`src/rtl/ctmr_pkg.sv`:
```
package ctmr_pkg;

    localparam int CTR_W_DEF   = 16;
    localparam int PRESC_W_DEF = 4;
    localparam int SEL_W       = 3;

    typedef enum logic [1:0] {
        SRC_PIN = 2'd0,
        SRC_TXA = 2'd1,
        SRC_TXB = 2'd2,
        SRC_SYS = 2'd3
    } src_e;

    typedef struct packed {
        logic timer;
        logic div16;
        src_e src;
    } sel_t;

    function automatic sel_t decode_sel(input logic [SEL_W-1:0] code);
        sel_t s;
        s.timer = code[2];
        s.div16 = (code == 3'b001) || (code == 3'b101) || (code == 3'b111);
        case (code)
            3'b010:         s.src = SRC_TXA;
            3'b011:         s.src = SRC_TXB;
            3'b110, 3'b111: s.src = SRC_SYS;
            default:        s.src = SRC_PIN;
        endcase
        return s;
    endfunction

endpackage

```
`src/rtl/ctmr_edge.sv`:
```
module ctmr_edge #(
    parameter int STAGES = 2
) (
    input  logic clk,
    input  logic rst,
    input  logic async_i,
    output logic rise_o
);
    logic [STAGES:0] sh_q;

    always_ff @(posedge clk) begin
        if (rst) sh_q <= '0;
        else     sh_q <= {sh_q[STAGES-1:0], async_i};
    end

    assign rise_o = sh_q[STAGES-1] & ~sh_q[STAGES];

    // a rising edge yields a single-cycle tick
    a_r9_single_tick: assert property (@(posedge clk) disable iff (rst)
        rise_o |=> !rise_o);
endmodule

```
`src/rtl/ctmr_presc.sv`:
```
module ctmr_presc #(
    parameter int W = 4
) (
    input  logic clk,
    input  logic rst,
    input  logic clr_i,
    input  logic tick_i,
    output logic pulse_o
);
    logic [W-1:0] cnt_q;

    assign pulse_o = tick_i & (cnt_q == '1);

    always_ff @(posedge clk) begin
        if (rst || clr_i) cnt_q <= '0;
        else if (tick_i)  cnt_q <= cnt_q + 1'b1;
    end

    // after a divided tick the prescaler starts a new group
    a_r4_presc_wrap: assert property (@(posedge clk) disable iff (rst)
        pulse_o |=> (cnt_q == '0));
endmodule

```
`src/rtl/ctmr_core.sv`:
```
module ctmr_core #(
    parameter int CTR_W = 16
) (
    input  logic             clk,
    input  logic             rst,
    input  logic             timer_i,
    input  logic             tick_i,
    input  logic             start_i,
    input  logic             stop_i,
    input  logic [CTR_W-1:0] preload_i,
    output logic             sq_o,
    output logic             ready_o
);
    localparam logic [CTR_W-1:0] ONE = CTR_W'(1);

    logic [CTR_W-1:0] cnt_q;
    logic             run_q;
    logic             sq_q;
    logic             rdy_q;

    always_ff @(posedge clk) begin
        if (rst) begin
            cnt_q <= '0;
            run_q <= 1'b0;
            sq_q  <= 1'b0;
            rdy_q <= 1'b0;
        end else begin
            if (start_i) begin
                cnt_q <= preload_i;
                if (!timer_i) run_q <= 1'b1;
            end else if (tick_i) begin
                if (timer_i) begin
                    if (cnt_q == '0) begin
                        cnt_q <= preload_i;
                        sq_q  <= ~sq_q;
                        if (sq_q) rdy_q <= 1'b1;
                    end else begin
                        cnt_q <= cnt_q - ONE;
                    end
                end else if (run_q) begin
                    cnt_q <= cnt_q - ONE;
                    if (cnt_q == ONE) rdy_q <= 1'b1;
                end
            end
            if (stop_i) begin
                rdy_q <= 1'b0;
                if (!timer_i) run_q <= 1'b0;
            end
        end
    end

    assign sq_o    = sq_q;
    assign ready_o = rdy_q;

    // reset clears the outputs
    a_r1_reset_clear: assert property (@(posedge clk)
        rst |=> (!rdy_q && !sq_q));

    // a halted counter holds its count
    a_r6_halt_hold: assert property (@(posedge clk) disable iff (rst)
        (!timer_i && !run_q && !start_i) |=> (cnt_q == $past(cnt_q)));

    // stop always leaves ready low
    a_r10_stop_wins: assert property (@(posedge clk) disable iff (rst)
        stop_i |=> !rdy_q);

    // timer keeps counting down regardless of stop
    a_r8_timer_runs: assert property (@(posedge clk) disable iff (rst)
        (timer_i && tick_i && !start_i && (cnt_q != '0))
        |=> (cnt_q == $past(cnt_q) - ONE));

    // reload at zero flips the square wave
    a_r7_toggle: assert property (@(posedge clk) disable iff (rst)
        (timer_i && tick_i && !start_i && (cnt_q == '0)) |=> (sq_q != $past(sq_q)));
endmodule

```
`src/rtl/ctmr_top.sv`:
```
module ctmr_top
    import ctmr_pkg::*;
#(
    parameter int CTR_W       = CTR_W_DEF,
    parameter int PRESC_W     = PRESC_W_DEF,
    parameter int SYNC_STAGES = 2
) (
    input  logic             clk,
    input  logic             rst,
    input  logic             ext_clk_i,
    input  logic             txa_clk_i,
    input  logic             txb_clk_i,
    input  logic [CTR_W-1:0] preload_i,
    input  logic             start_i,
    input  logic             stop_i,
    input  logic [SEL_W-1:0] mode_sel_i,
    output logic             sq_o,
    output logic             ready_o
);
    localparam int NSRC = 3;

    logic [NSRC-1:0] pins;
    logic [NSRC-1:0] rises;
    sel_t            sel;
    logic            base_tick;
    logic            div_tick;
    logic            tick;

    assign pins = {txb_clk_i, txa_clk_i, ext_clk_i};

    generate
        for (genvar i = 0; i < NSRC; i++) begin : g_sync
            ctmr_edge #(.STAGES(SYNC_STAGES)) u_edge (
                .clk     (clk),
                .rst     (rst),
                .async_i (pins[i]),
                .rise_o  (rises[i])
            );
        end
    endgenerate

    assign sel = decode_sel(mode_sel_i);

    always_comb begin
        case (sel.src)
            SRC_PIN: base_tick = rises[0];
            SRC_TXA: base_tick = rises[1];
            SRC_TXB: base_tick = rises[2];
            default: base_tick = 1'b1;
        endcase
    end

    ctmr_presc #(.W(PRESC_W)) u_presc (
        .clk     (clk),
        .rst     (rst),
        .clr_i   (start_i),
        .tick_i  (base_tick),
        .pulse_o (div_tick)
    );

    assign tick = sel.div16 ? div_tick : base_tick;

    ctmr_core #(.CTR_W(CTR_W)) u_core (
        .clk       (clk),
        .rst       (rst),
        .timer_i   (sel.timer),
        .tick_i    (tick),
        .start_i   (start_i),
        .stop_i    (stop_i),
        .preload_i (preload_i),
        .sq_o      (sq_o),
        .ready_o   (ready_o)
    );
endmodule

```
`config.mk`:
```
export PLATFORM = sky130hd
export DESIGN_NAME = ctmr_top
export DESIGN_NICKNAME = d
export VERILOG_FILES = /design/src/rtl/ctmr_pkg.sv /design/src/rtl/ctmr_edge.sv /design/src/rtl/ctmr_presc.sv /design/src/rtl/ctmr_core.sv /design/src/rtl/ctmr_top.sv
export SDC_FILE = /design/constraint.sdc
export NUM_CORES = 1
export LEC_CHECK = 0
export BUFFER_PORTS_ARGS = -buffer_cell sky130_fd_sc_hd__buf_2
export CAP_MARGIN = 20
export CORE_MARGIN = 1.5
export CORE_UTILIZATION = 30
export DETAILED_ROUTE_END_ITERATION = 10
export PLACE_DENSITY_LB_ADDON = 0.08
export SLEW_MARGIN = 5
export SYNTH_ARGS = -nofsm -noshare
export SYNTH_HDL_FRONTEND = slang
export SYNTH_HIERARCHICAL = 1
export SYNTH_SLANG_ARGS = --single-unit
```
`constraint.sdc`:
```
create_clock -name clk -period 7 [get_ports clk]
set_input_delay 0.7 -clock clk [delete_from_list [all_inputs] [get_ports clk]]
set_output_delay 0.7 -clock clk [all_outputs]
set_load 0.005 [all_outputs]
```
== After elaboration in Yosys (flattened, before gate mapping) ==
Index checks and enable logic that the tools add are counted.

* Flip-flop bits (word level): 32
* Input bits: 26
* Output and inout bits: 2
* Logic and storage cells: 62

* Add/sub/neg operators: 2
* Eq/ne operators: 12
* Mux-type cells: 17
* Bitwise logic cells: 9
* Reductions and logical operators: 14

{| class="wikitable"
|+ Operators with widths
! kind !! count
|-
| $mux W16 || 5
|-
| $eq A16 B1 Y1 const B || 1
|-
| $logic_not A16 Y1 || 1
|-
| $sub A16 B1 Y16 const B || 1
|-
| $mux W1 || 10
|-
| $eq A3 B3 Y1 const B || 3
|-
| $eq A3 B2 Y1 const B || 2
|-
| $pmux W2 S3 || 1
|-
| $reduce_and A6 Y1 || 1
|-
| $reduce_bool A2 Y1 || 3
|-
| $not A1 Y1 || 5
|-
| $add A4 B1 Y4 const B || 1
|-
| $and A1 B1 Y1 || 4
|-
| $eq A4 B4 Y1 const B || 1
|-
| $ne A2 B1 Y1 const B || 2
|-
| $reduce_and A4 Y1 || 1
|-
| $reduce_or A2 Y1 || 2
|-
| $eq A3 B1 Y1 const B || 1
|-
| $logic_or A1 B1 Y1 || 3
|-
| $pmux W1 S3 || 1
|-
| $reduce_bool A3 Y1 || 1
|-
| $eq A2 B1 Y1 const B || 1
|-
| $eq A2 B2 Y1 const B || 1
|-
| $logic_not A2 Y1 || 1
|-
| $reduce_and A2 Y1 || 1
|}

== Depth between registers and ports, before layout ==
* Word-level depth: 9
* Depth in mapped cells: 12
* Depth with buffers taken out: 10

== Hierarchy ==
Netlist, hierarchy kept.

{| class="wikitable"
|+ By module, submodules not included
! module !! instances !! cells each !! area an instance (um2) !! sequential area each (um2)
|-
| ctmr_core || 1 || 147 || 1196.1 || 380.4
|-
| ctmr_edge || 3 || 7 || 87.6 || 60.1
|-
| ctmr_presc || 1 || 17 || 186.4 || 80.1
|-
| ctmr_top || 1 || 6 || 42.5 || 0.0
|}

== Worst setup path before layout ==
Ideal clock, no wire load.

* Path type: input -> register
* From: input port mode_sel_i[0]
* To: register u_core.cnt_q[4]
* Library setup time: 124 ps
* Data arrival time: 2719 ps
* Data required time: 6876 ps
* Path slack: 4157 ps
* Stages on the path: 10
* Buffers on the path: 2
* Cell sequence: mux2i_1 -> a31oi_1 -> and4_2 -> mux2_2 -> o21a_1 -> clkbuf_1 -> nor2_1 -> clkbuf_1 -> a222oi_1 -> nor2_1

* Word-level cells in the longest chain between the ends: 9
* Elaborated cells between the ends (all ways): 18
* Those cells by class: eq/ne (8); mux (3); bitwise (1); reduce/logical (6)

{| class="wikitable"
|+ RTL lines
! what !! line !! source
|-
| start, declared || ctmr_top.sv:16 || <nowiki>input logic [SEL_W-1:0] mode_sel_i,</nowiki>
|-
| $eq A3 B3 Y1 || ctmr_pkg.sv:24 || <nowiki>case (code)</nowiki>
|-
| $reduce_or A2 Y1 || ctmr_pkg.sv:24 ||
|-
| $pmux W2 S3 (*) || ctmr_pkg.sv:24 ||
|-
| $eq A2 B2 Y1, or another cell as far along || ctmr_top.sv:45 || <nowiki>case (sel.src)</nowiki>
|-
| $pmux W1 S3 (*) || ctmr_top.sv:45 ||
|-
| via base_tick || ctmr_top.sv:25 || <nowiki>logic base_tick;</nowiki>
|-
| $and A1 B1 Y1 (*) || ctmr_presc.sv:12 || <nowiki>assign pulse_o = tick_i & (cnt_q == '1);</nowiki>
|-
| via div_tick || ctmr_top.sv:26 || <nowiki>logic div_tick;</nowiki>
|-
| $mux W1 (*) || ctmr_top.sv:61 || <nowiki>assign tick = sel.div16 ? div_tick : base_tick;</nowiki>
|-
| via tick || ctmr_top.sv:27 || <nowiki>logic tick;</nowiki>
|-
| $reduce_bool A2 Y1 (no source line) (*) || n/a ||
|-
| $reduce_and A2 Y1 (no source line) (*) || n/a ||
|-
| end signal, assigned || ctmr_core.sv:29 || <nowiki>cnt_q <= preload_i;</nowiki>
|-
| end signal, assigned || ctmr_core.sv:34 || <nowiki>cnt_q <= preload_i;</nowiki>
|-
| end signal, assigned || ctmr_core.sv:38 || <nowiki>cnt_q <= cnt_q - ONE;</nowiki>
|-
| end, declared || ctmr_core.sv:16 || <nowiki>logic [CTR_W-1:0] cnt_q;</nowiki>
|}

Mark *: on every way through the listed nets, which the timed path passes. The rest lies on a longest branch.
A chain may end at the register's enable or synchronous reset.

== Worst setup path after layout ==
* From: input port mode_sel_i[2]
* To: register u_core.cnt_q[10]

The elaborated chain is that of the path after synthesis.

==> summary.md <==
| Metric | Value |
|---|---|
| Mean Syn Cell Area | `8.84 µm²` |
| Root buffer cell | `clkbuf_8` |
| Worst endpoint required time | `7.22 ns` |
| FF-to-FF Start | `g_sync[2].u_edge/sh_q[1]` |
| CP max FO | `12` |
| Reg power frac | `48.6%` |
| Critical Path Max Stage Delay | `0.49 ns` |
| Post-synth EDFFs | `0` |
| Asr flop ratio synth | `0%` |
| Slowest CP cell | `a31oi_1` |
| Internal | `0.294 mW` |
| Gr usage total | `15.0%` |
| First-pass GRT wire length | `7110 µm` |
| DRC errors left | `0` |
| Area leader, netlist | `dfxtp_1` |
| Worst setup path startpoint | `mode_sel_i[2]` |
| Synth top area share | `38.0%` |
| Vias/cell | `5.23` |
| Worst hold path depth | `1` |
| CP startpoint kind | `primary input` |
| Seq cells post-synth | `32` |
| Endpoint class of the critical path | `flop` |
| GRT Residual Overflow | `0` |
| Yosys cell types | `48` |
| Syn Inst Count | `191` |
| Core area | `5470 µm²` |
| Setup bufs post-CTS | `0` |
| Worst-case reg-to-reg path depth | `10` |
| End point of the worst hold path | `g_sync[2].u_edge/sh_q[1]` |
| Synthesized area | `1690 µm²` |
| Post-cts sizing count | `0` |
| Endpoints failing hold | `0` |
| Leakage | `0.737 nW` |
| FF-to-FF setup slack | `4.21 ns` |
| Die X-Extent | `78.0 µm` |
| Area Overhead vs Synth | `14.2%` |
| Top cells by area, synth | `dfxtp_1 (38%), nor2b_1 (3.7%), clkbuf_8 (3.3%)` |
| Critical Path AT | `3.14 ns` |
| Antenna diodes | `0` |
| Top-count cell post-synth | `dfxtp_1` |
| Num CTS Buffers | `5` |
| RSZ-0062 raised after global routing | `no` |
| Slew Limit Fails | `0` |
| Design Power | `0.422 mW` |
| Initial Utilization | `30.8%` |
| Clk pwr share | `33.3%` |
| Final #Nets | `248` |
| CP cell instances | `buf_2, inv_1, a31oi_1, and4_2, mux2_2, o21a_1, nor2_1, nor4_1, o21ai_0, a21oi_1` |
| Synth Net Count | `221` |
| Setup violators final | `0` |
| CP bufs+invs | `2` |
| Worst-margin pin slew | `0.774 ns` |
| Combinational Power Share | `18.1%` |
| Iter 0 DRT Violations | `112` |
| TNS Setup | `0 ns` |
| Die Area | `6090 µm²` |
| Routed wire length | `4230 µm` |
| Top delay family on crit path | `compound AO/OA/AOI/OAI gates` |
| Crit share post-route | `41.7%` |
| Hold slack | `0.435 ns` |
| Status | `complete, no violations` |
| Via count | `1523` |
| Switching Power | `0.127 mW` |
| Max Fclk | `342 MHz` |
| GP Congestion | `0.829` |
| CTS Sinks | `32` |
| Antenna viol nets, final | `0` |
| Peak supply drop | `0.0976 mV` |
| Number of global-route vias before repair | `1454` |
| Pwr Density | `219 nW/µm²` |
| Syn. warnings | `6` |
| Crit Path Category | `primary input to flop` |
| Clk slew on worst S/H paths | `0.07 ns` |
| Final min period | `2.92 ns` |
| DP Wirelength | `3130 µm` |
| Fillers | `599` |
| Depth of the CTS H-tree | `2` |
| Fin Clk Skew | `0.00745 ns` |
| Site row count | `27` |
| First-pass DRT Iterations | `4` |
| Hold Path Class | `flop to flop` |
| Number of top-level pins | `28` |
| Commonest cells post-synth | `dfxtp_1 (32), nand2_1 (13), nor2_1 (10), nor2b_1 (10), o21ai_0 (9)` |
| Largest net degree at the start of global routing | `33` |
| Main synth FF type | `dfxtp_1` |
| Max transition margin | `48.2%` |
| Sw frac | `30.2%` |
| Ratio of cells with drive above 1 in the final layout | `20.5%` |
| Clk Latency, worst-skew pair | `0.29 ns` |
| Die Height | `78.0 µm` |
| CTS tree | `built` |
| FF-to-FF End | `u_core/cnt_q[10]` |
| CTS max path bufs | `2` |
| Routed wire length per instance | `14.5 µm` |
| Max cap viols | `0` |
| Sequential share of the synthesized area | `38.0%` |
| HP Start | `g_sync[2].u_edge/sh_q[0]` |
| Antenna violations before repair | `0` |
| Hold-fix buffers at CTS | `0` |
| I/O Buffers | `27` |
[area by class of cell]
type	instances	area [µm²]	area share, %
Multi-Input combinational cell	145	947	49.2
Sequential cell	32	641	33.2
Timing Repair Buffer	27	135	7.01
Tap cell	72	90.1	4.68
Clock buffer	5	68.8	3.57
Inverter	7	26.3	1.36
Clock inverter	3	18.8	0.974
[sequential cells by signal, indices dropped and copies added (netlist names)]
signal and cells:
g_sync.u_edge/sh_q 9, u_core/sq_o 1, u_core/run_q 1, u_presc/cnt_q 4, u_core/cnt_q 16, u_core/ready_o 1
[power by group through the flow]
stage | clock network (mW) | registers (mW) | logic [mW]
floorplan | 0 | 0.205 | 0.0567
global placement | 0 | 0.209 | 0.0761
detailed placement | 0 | 0.209 | 0.0766
global route | 0.155 | 0.207 | 0.0862
CTS | 0.146 | 0.205 | 0.0769
finish | 0.140 | 0.205 | 0.0765
[metal layers]
metal / global-route usage (%) / share of wire (%) / vias up
met4: 6.25 / 1.7 / 0
met2: 22.1 / 44 / 39
met3: 4.19 / 5.1 / 8
met5: 0 / 0 / -
met1: 20.4 / 49 / 702
li1: - / - / 774
[worst max-delay path by stage]
stage | to | cells after the start
4_1_cts | u_core/cnt_q[10] | 10
3_5_place_dp | u_core/cnt_q[10] | 10
3_3_place_gp | u_core/cnt_q[9] | 9
5_1_grt | u_core/cnt_q[10] | 10
6_report | u_core/cnt_q[10] | 10
2_1_floorplan | u_core/cnt_q[4] | 10
[kinds of logic (layout without fill, tap and decap cells)]
group,Yosys count,count (layout),share of synthesized area [%]
AND/OR/NAND/NOR,80,80,27.3
AO/OA/AOI/OAI,51,51,20.2
flip-flops,32,32,38.0
buffers and inverters,14,42,5.93
XOR/XNOR,5,5,2.59
multiplexers,5,5,3.11
adder cells (fa/ha/maj),4,4,2.97
[worst reg2reg max path, cell delays in order (launching register included)]
cell	delay, ns
dfxtp_1	0.31
nor2b_2	0.14
mux2i_1	0.12
a31oi_1	0.23
and4_2	0.28
mux2_2	0.28
o21a_1	0.24
nor2_1	0.65
nor4_1	0.13
o21ai_0	0.21
a21oi_1	0.08
[layout by cell type (no fill, tap or decap), types with 3 or more instances in the layout]
master	count
nor2b_1	10
o22ai_1	5
a21oi_1	8
xnor2_1	5
inv_1	7
nor2b_2	3
or4_1	3
nor2_1	10
a22oi_1	5
o21ai_0	9
o31ai_1	3
a31oi_1	6
dfxtp_1	32
nor4_1	6
nand3_1	8
buf_2	27
mux2i_1	3
nor3_1	8
ha_1	4
nand4_1	4
nand2_1	13
clkbuf_8	5
nor3b_1	3
[per-stage QoR]
stage / cell area (µm²) / instances / util (%) / setup WS [ns]
floorplan: 1690 / 191 / - / 4.16
global placement: 1840 / 283 / 33.6 / 3.89
detailed placement: 1840 / 283 / 33.6 / 3.78
CTS: 1930 / 291 / 35.2 / 4.08
global route: 1930 / 291 / 35.2 / 3.82
finish: 1930 / 291 / 35.2 / 4.08
Power figures use the tool's default switching activity.
